<file path="config.mk">
export PLATFORM = sky130hd
export DESIGN_NAME = gpio_port
export DESIGN_NICKNAME = d
export VERILOG_FILES = /design/src/rtl/gpio_pkg.sv /design/src/rtl/gpio_insync.sv /design/src/rtl/gpio_pinmux.sv /design/src/rtl/gpio_regs.sv /design/src/rtl/gpio_port.sv
export SDC_FILE = /design/constraint.sdc
export NUM_CORES = 1
export LEC_CHECK = 0
export CAP_MARGIN = 20
export CORE_MARGIN = 1.5
export CORE_UTILIZATION = 45
export CTS_CLUSTER_DIAMETER = 30
export CTS_CLUSTER_SIZE = 10
export DETAILED_ROUTE_END_ITERATION = 7
export DONT_BUFFER_PORTS = 1
export SLEW_MARGIN = 0
export SYNTH_ARGS = -nofsm -noshare
export SYNTH_HDL_FRONTEND = slang
export SYNTH_SLANG_ARGS = --single-unit
</file>
<file path="constraint.sdc">
create_clock -name clk -period 2 [get_ports clk]
set_input_delay 0.2 -clock clk [delete_from_list [all_inputs] [get_ports clk]]
set_output_delay 0.2 -clock clk [all_outputs]
set_load 0.05 [all_outputs]
</file>
<file path="src/rtl/gpio_pkg.sv">
// gpio_pkg: shared constants and types of the GPIO port controller.
// Assumes a 4-bit register offset on the bus; the offsets below are fixed.
package gpio_pkg;
    localparam int ADDR_W = 4;

    // Per-pin function code, {high bit, low bit}.
    typedef enum logic [1:0] {
        FN_GPIO = 2'b00,
        FN_PRIM = 2'b01,
        FN_RSVD = 2'b10,
        FN_SEC  = 2'b11
    } fn_t;

    localparam logic [ADDR_W-1:0] A_LEVEL = 4'h0;
    localparam logic [ADDR_W-1:0] A_DRIVE = 4'h1;
    localparam logic [ADDR_W-1:0] A_DIR   = 4'h2;
    localparam logic [ADDR_W-1:0] A_PULL  = 4'h3;
    localparam logic [ADDR_W-1:0] A_FNLO  = 4'h4;
    localparam logic [ADDR_W-1:0] A_FNHI  = 4'h5;
    localparam logic [ADDR_W-1:0] A_IEN   = 4'h6;
    localparam logic [ADDR_W-1:0] A_POL   = 4'h7;
    localparam logic [ADDR_W-1:0] A_PEND  = 4'h8;
endpackage

</file>
<file path="src/rtl/gpio_insync.sv">
// gpio_insync: per-pin synchronizer chain plus edge detector.
// Assumes STAGES >= 2. level is the last synchronizer flop; rise/fall are
// single-cycle pulses comparing level with its value one cycle earlier.
module gpio_insync #(
    parameter int WIDTH  = 8,
    parameter int STAGES = 2
) (
    input  logic             clk,
    input  logic             rst_n,
    input  logic [WIDTH-1:0] pin_in,
    output logic [WIDTH-1:0] level,
    output logic [WIDTH-1:0] rise,
    output logic [WIDTH-1:0] fall
);
    localparam int LAST = STAGES - 1;

    logic [WIDTH-1:0] prev_q;

    genvar i;
    generate
        for (i = 0; i < WIDTH; i++) begin : g_pin
            logic [STAGES-1:0] chain_q;

            // Shift the raw pin level through the synchronizer chain.
            always_ff @(posedge clk) begin
                if (!rst_n) chain_q <= '0;
                else        chain_q <= {chain_q[STAGES-2:0], pin_in[i]};
            end

            assign level[i] = chain_q[LAST];
        end
    endgenerate

    // Remember last cycle's synchronized level for edge comparison.
    always_ff @(posedge clk) begin
        if (!rst_n) prev_q <= '0;
        else        prev_q <= level;
    end

    assign rise = level & ~prev_q;
    assign fall = ~level & prev_q;
endmodule

</file>
<file path="src/rtl/gpio_pinmux.sv">
// gpio_pinmux: per-pin routing between register bank, peripherals and pad.
// Purely combinational. Reserved code drives nothing. Pulls are only
// requested for plain I/O inputs; output plus resistor is flagged as error.
module gpio_pinmux
    import gpio_pkg::*;
#(
    parameter int WIDTH = 8
) (
    input  logic [WIDTH-1:0] fn_lo,
    input  logic [WIDTH-1:0] fn_hi,
    input  logic [WIDTH-1:0] dir,
    input  logic [WIDTH-1:0] drive,
    input  logic [WIDTH-1:0] pull_en,
    input  logic [WIDTH-1:0] level,
    input  logic [WIDTH-1:0] prim_out,
    input  logic [WIDTH-1:0] prim_oe,
    input  logic [WIDTH-1:0] sec_out,
    input  logic [WIDTH-1:0] sec_oe,
    output logic [WIDTH-1:0] pin_out,
    output logic [WIDTH-1:0] pin_oe,
    output logic [WIDTH-1:0] pull_up,
    output logic [WIDTH-1:0] pull_dn,
    output logic [WIDTH-1:0] pull_err,
    output logic [WIDTH-1:0] prim_in,
    output logic [WIDTH-1:0] sec_in,
    output logic [WIDTH-1:0] gpio_mask
);
    genvar i;
    generate
        for (i = 0; i < WIDTH; i++) begin : g_pin
            fn_t  fn;
            logic o, oe, up, dn, err, to_prim, to_sec, is_gpio;

            assign fn = fn_t'({fn_hi[i], fn_lo[i]});

            // Select drive source and pull request from the function code.
            always_comb begin
                o       = 1'b0;
                oe      = 1'b0;
                up      = 1'b0;
                dn      = 1'b0;
                err     = 1'b0;
                to_prim = 1'b0;
                to_sec  = 1'b0;
                is_gpio = 1'b0;
                unique case (fn)
                    FN_GPIO: begin
                        is_gpio = 1'b1;
                        o       = drive[i];
                        oe      = dir[i];
                        err     = dir[i] & pull_en[i];
                        up      = ~dir[i] & pull_en[i] & drive[i];
                        dn      = ~dir[i] & pull_en[i] & ~drive[i];
                    end
                    FN_PRIM: begin
                        o       = prim_out[i];
                        oe      = prim_oe[i];
                        to_prim = 1'b1;
                    end
                    FN_SEC: begin
                        o       = sec_out[i];
                        oe      = sec_oe[i];
                        to_sec  = 1'b1;
                    end
                    FN_RSVD: begin
                        o       = 1'b0;
                        oe      = 1'b0;
                    end
                    default: begin
                        o       = 1'b0;
                        oe      = 1'b0;
                    end
                endcase
            end

            assign pin_out[i]   = o;
            assign pin_oe[i]    = oe;
            assign pull_up[i]   = up;
            assign pull_dn[i]   = dn;
            assign pull_err[i]  = err;
            assign prim_in[i]   = to_prim & level[i];
            assign sec_in[i]    = to_sec & level[i];
            assign gpio_mask[i] = is_gpio;
        end
    endgenerate
endmodule

</file>
<file path="src/rtl/gpio_regs.sv">
// gpio_regs: register bank, sticky pending flags and registered read port.
// Assumes single-cycle write and read strobes. Edges count only on pins
// in plain I/O mode (gpio_mask); a hardware set wins over a software clear.
module gpio_regs
    import gpio_pkg::*;
#(
    parameter int WIDTH = 8
) (
    input  logic              clk,
    input  logic              rst_n,
    input  logic [ADDR_W-1:0] bus_addr,
    input  logic [WIDTH-1:0]  bus_wdata,
    input  logic              bus_we,
    input  logic              bus_re,
    output logic [WIDTH-1:0]  bus_rdata,
    input  logic [WIDTH-1:0]  level,
    input  logic [WIDTH-1:0]  rise,
    input  logic [WIDTH-1:0]  fall,
    input  logic [WIDTH-1:0]  gpio_mask,
    output logic [WIDTH-1:0]  drive,
    output logic [WIDTH-1:0]  dir,
    output logic [WIDTH-1:0]  pull_en,
    output logic [WIDTH-1:0]  fn_lo,
    output logic [WIDTH-1:0]  fn_hi,
    output logic [WIDTH-1:0]  irq_en,
    output logic [WIDTH-1:0]  pend
);
    logic [WIDTH-1:0] pol_q;
    logic [WIDTH-1:0] hit;
    logic [WIDTH-1:0] rd_mux;
    logic [WIDTH-1:0] rdata_q;
    logic             pend_wr;

    assign hit     = gpio_mask & ((pol_q & fall) | (~pol_q & rise));
    assign pend_wr = bus_we && (bus_addr == A_PEND);

    // Configuration registers: load on a write strobe to their offset.
    always_ff @(posedge clk) begin
        if (!rst_n) begin
            drive   <= '0;
            dir     <= '0;
            pull_en <= '0;
            fn_lo   <= '0;
            fn_hi   <= '0;
            irq_en  <= '0;
            pol_q   <= '0;
        end else if (bus_we) begin
            case (bus_addr)
                A_DRIVE: drive   <= bus_wdata;
                A_DIR:   dir     <= bus_wdata;
                A_PULL:  pull_en <= bus_wdata;
                A_FNLO:  fn_lo   <= bus_wdata;
                A_FNHI:  fn_hi   <= bus_wdata;
                A_IEN:   irq_en  <= bus_wdata;
                A_POL:   pol_q   <= bus_wdata;
                default: ;
            endcase
        end
    end

    // Pending flags: software loads them, detected edges OR in on top.
    always_ff @(posedge clk) begin
        if (!rst_n)       pend <= '0;
        else if (pend_wr) pend <= bus_wdata | hit;
        else              pend <= pend | hit;
    end

    // Read multiplexer over all mapped offsets.
    always_comb begin
        case (bus_addr)
            A_LEVEL: rd_mux = level;
            A_DRIVE: rd_mux = drive;
            A_DIR:   rd_mux = dir;
            A_PULL:  rd_mux = pull_en;
            A_FNLO:  rd_mux = fn_lo;
            A_FNHI:  rd_mux = fn_hi;
            A_IEN:   rd_mux = irq_en;
            A_POL:   rd_mux = pol_q;
            A_PEND:  rd_mux = pend;
            default: rd_mux = '0;
        endcase
    end

    // Capture read data on the read strobe and hold it otherwise.
    always_ff @(posedge clk) begin
        if (!rst_n)      rdata_q <= '0;
        else if (bus_re) rdata_q <= rd_mux;
    end

    assign bus_rdata = rdata_q;
endmodule

</file>
<file path="src/rtl/gpio_port.sv">
// gpio_port: top of the interruptible GPIO port controller.
// Ties synchronizer, register bank and pin mux together and forms the
// combined interrupt. Assumes pins are idle-low while reset is applied.
module gpio_port
    import gpio_pkg::*;
#(
    parameter int WIDTH  = 8,
    parameter int STAGES = 2
) (
    input  logic              clk,
    input  logic              rst_n,
    input  logic [ADDR_W-1:0] bus_addr,
    input  logic [WIDTH-1:0]  bus_wdata,
    input  logic              bus_we,
    input  logic              bus_re,
    output logic [WIDTH-1:0]  bus_rdata,
    input  logic [WIDTH-1:0]  pin_in,
    output logic [WIDTH-1:0]  pin_out,
    output logic [WIDTH-1:0]  pin_oe,
    output logic [WIDTH-1:0]  pull_up,
    output logic [WIDTH-1:0]  pull_dn,
    output logic [WIDTH-1:0]  pull_err,
    input  logic [WIDTH-1:0]  prim_out,
    input  logic [WIDTH-1:0]  prim_oe,
    output logic [WIDTH-1:0]  prim_in,
    input  logic [WIDTH-1:0]  sec_out,
    input  logic [WIDTH-1:0]  sec_oe,
    output logic [WIDTH-1:0]  sec_in,
    output logic              irq
);
    logic [WIDTH-1:0] level, rise, fall, gpio_mask;
    logic [WIDTH-1:0] drive, dir, pull_en, fn_lo, fn_hi, irq_en, pend;

    gpio_insync #(.WIDTH(WIDTH), .STAGES(STAGES)) sync_i (
        .clk    (clk),
        .rst_n  (rst_n),
        .pin_in (pin_in),
        .level  (level),
        .rise   (rise),
        .fall   (fall)
    );

    gpio_regs #(.WIDTH(WIDTH)) regs_i (
        .clk       (clk),
        .rst_n     (rst_n),
        .bus_addr  (bus_addr),
        .bus_wdata (bus_wdata),
        .bus_we    (bus_we),
        .bus_re    (bus_re),
        .bus_rdata (bus_rdata),
        .level     (level),
        .rise      (rise),
        .fall      (fall),
        .gpio_mask (gpio_mask),
        .drive     (drive),
        .dir       (dir),
        .pull_en   (pull_en),
        .fn_lo     (fn_lo),
        .fn_hi     (fn_hi),
        .irq_en    (irq_en),
        .pend      (pend)
    );

    gpio_pinmux #(.WIDTH(WIDTH)) mux_i (
        .fn_lo     (fn_lo),
        .fn_hi     (fn_hi),
        .dir       (dir),
        .drive     (drive),
        .pull_en   (pull_en),
        .level     (level),
        .prim_out  (prim_out),
        .prim_oe   (prim_oe),
        .sec_out   (sec_out),
        .sec_oe    (sec_oe),
        .pin_out   (pin_out),
        .pin_oe    (pin_oe),
        .pull_up   (pull_up),
        .pull_dn   (pull_dn),
        .pull_err  (pull_err),
        .prim_in   (prim_in),
        .sec_in    (sec_in),
        .gpio_mask (gpio_mask)
    );

    // Combined request: any pending flag whose enable is set.
    assign irq = |(pend & irq_en);
endmodule

</file>
==> flow_metrics.tcl <==
set metrics [dict create \
    fin_area_mm2 0.00593 \
    max_cap_viol_count 0 \
    avgSynthCellArea_um2 9.04 \
    p_seq_share_pct 50.2 \
    slew-limit-headroom_pct 53.4 \
    grt_max_degree 53 \
    vias 4269 \
    async_flop_share_pct 0 \
    drt_iter0_drc 229 \
    grt_pass1_wl_mm 23.1 \
    slew_violations 0 \
    coreArea_mm2 0.0116 \
    synth_seq_cells 96 \
    min_path_type "input port to flop" \
    cellPowerDensity_mw_per_mm2 673 \
    n_antenna_cell 0 \
    die_h_um 112 \
    tritoncts "done" \
    yosysWarnings 0 \
    viasPerCell 5.85 \
    post-route-min-period_ns 1.80 \
    wl_per_cell_um 20.1 \
    swShare_pct 22.4 \
    critPathLaunchType "flop" \
    chipWidth_um 112 \
    gr-usage-met3_pct 6.26 \
    synth_fp_nets 652 \
    cts.repair.resized 0 \
    synth-seq-area-share_pct 35.7 \
    globalRoute.totalOverflow 0 \
    crit_path_end_kind "output pin" \
    yosysTopAreaCell "dfxtp_1" \
    synth_ff_type "dfxtp_1" \
    hold_viol 0 \
    leakage_nw 2.26 \
    dr.pass1.iters 7 \
    worst_ir_drop_vdd_uv 598 \
    num_rows 39 \
    synth_cell_types 48 \
    cp.arrival_ns 1.60 \
    path_clk_slew_ns 0.07 \
    ant_nets 0 \
    fin_hold_ws_ns 0.00566 \
    period_share_pct 89.8 \
    power.internal_mw 3.10 \
    gp_congestion 0.824 \
    combPwrFrac_pct 7.4 \
    switchingPower_uw 896 \
    routed_wl_mm 14.7 \
    whs_path_depth 2 \
    p_total_mw 4.00 \
    status "finished with violations" \
    yosysTopAreaCellShare_pct 35.7 \
    ios 121 \
    busiest_layer "met2" \
    fin_setup_tns_ns 0 \
    rsz0062_at_grt "no" \
    synth_common_cells "dfxtp_1, nor2b_1, mux2i_1" \
    start_util_pct 46.6 \
    max_clock_freq_ghz 0.557 \
    synth-edff-count 0 \
    use_met1_pct 29.9 \
    tightest_slew_ns 0.699 \
    path_class "flop to output pin" \
    netlist_area_mm2 0.00539 \
    cts_hold_buf 18 \
    synth.most_common_cell "dfxtp_1" \
    ys_top_cells_by_area "dfxtp_1, mux2i_1, buf_4, nor2b_1, mux2_2" \
    violations "DRC" \
    clk-insertion-delay-late_ns 0.34 \
    cts.sink_count 96 \
    drive_above_1_share_pct 16.4 \
    dieArea_mm2 0.0126 \
    antenna_found_initial 0 \
    grt_pass1_vias 4205 \
    port_buffers 0 \
    setup_viol 0 \
    drcViolationCount 10 \
    fin_skew_ns 0.00835 \
    r2r_cells 4 \
    root_buffer "clkbuf_16" \
    critPathMaxFanout 7 \
    syn2layout_area_growth_pct 10.2 \
    required_ns 1.80 \
    cts_buffer_depth 2 \
    syn-instance-count 596 \
    cts_setup_buffers 0 \
    power_frac_clock_pct 42.4 \
    cts_made_buffers 9 \
    grt_usage_pct 23.7 \
    use_met2_pct 39.3 \
    final_nets 640 \
    cts.htree.levels 3 \
    place_area_mm2 0.00545 \
    hpwl_mm 9.44 \
]
-- routing by layer --
| layer | vias up | part of all wire [%] |
|---|---|---|
| li1 | 2041 | - |
| met1 | 2022 | 43 |
| met2 | 178 | 47 |
| met3 | 28 | 7.9 |
| met4 | 0 | 2.2 |
| met5 | - | 0 |
-- layout by cell type, fill, tap and decap left out, types with 3 or more instances in the layout --
| master | instances |
|---|---|
| dfxtp_1 | 96 |
| nor2b_1 | 55 |
| mux2i_1 | 54 |
| nand2_1 | 40 |
| buf_4 | 39 |
| and2_1 | 26 |
| nor2_1 | 22 |
| and3_1 | 19 |
| dlygate4sd3_1 | 18 |
| mux2_2 | 16 |
| a22o_1 | 16 |
| nand3b_1 | 16 |
| a22oi_1 | 13 |
| o21ai_0 | 13 |
| nand3_1 | 11 |
| a21boi_0 | 10 |
| nand2b_1 | 10 |
| nor3b_2 | 9 |
| a21oi_1 | 9 |
| clkbuf_16 | 9 |
| o22ai_1 | 8 |
| a21boi_1 | 8 |
| nor3_2 | 7 |
| or3b_1 | 6 |
| o21ai_1 | 5 |
| a31oi_1 | 5 |
| nand4_1 | 4 |
| mux4_2 | 4 |
| nor3b_1 | 4 |
| or3_1 | 3 |
| nand2_2 | 3 |
-- sequential cells by signal (all words and copies together) (netlist names) --
| signal | cells |
|---|---|
| regs_i.bus_rdata | 8 |
| regs_i.fn_lo | 8 |
| regs_i.fn_hi | 8 |
| regs_i.pend | 8 |
| regs_i.pull_en | 8 |
| regs_i.drive | 8 |
| regs_i.dir | 8 |
| sync_i.prev_q | 8 |
| sync_i.g_pin.chain_q | 16 |
| regs_i.irq_en | 8 |
| regs_i.pol_q | 8 |
-- power groups by stage --
stage	Sequential, mW	Combinational [mW]	Clock (mW)
2_1_floorplan	2.03	0.285	0
3_3_place_gp	2.05	0.241	0
3_5_place_dp	2.05	0.245	0
4_1_cts	2.00	0.295	1.72
5_1_grt	2.01	0.319	1.79
6_report	2.01	0.298	1.69
-- worst max-delay path: stages (launching register included) --
cell	delay, ns
dfxtp_1	0.39
nor2_1	0.32
nand2_1	0.16
nor3b_2	0.17
buf_4	0.21
-- path summary, 6_finish.rpt --
path / from / end / slack, ns
worst max-delay path: regs_i.fn_hi[3] / pull_up[3] / 0.20
worst min-delay path: bus_wdata[1] / regs_i.pol_q[1] / 0.006
worst max register to register: regs_i.fn_hi[5] / regs_i.bus_rdata[5] / 0.56
worst min register to register: sync_i.g_pin[5].chain_q[0] / sync_i.g_pin[5].chain_q[1] / 0.43
-- through the flow --
stage | setup slack (ns) | cells | utilization (%)
after detailed placement | 0.366 | 697 | 47.1
final | 0.204 | 730 | 51.3
after global routing | 0.0482 | 730 | 51.3
after global placement | 0.399 | 697 | 47.1
after floorplan | 0.516 | 596 | -
after CTS | 0.179 | 729 | 51.2
-- cell families after synthesis --
group / Yosys count / synth area share, %
mux: 75 / 15.3
simple gates: 244 / 26.7
buf+inv: 83 / 9.57
compound gates: 98 / 12.8
flops: 96 / 35.7
-- cell type report --
class                   count  area (µm²)
clock buffers              11         243
clock inverters             3        43.8
fillers                  1067        5630
inverters                   1        3.75
multi-input cells         417        3030
flip-flops and latches     96        1920
well taps                 143         179
repair buffers             59         513
Note: power is estimated with default switching activity, not from simulation.
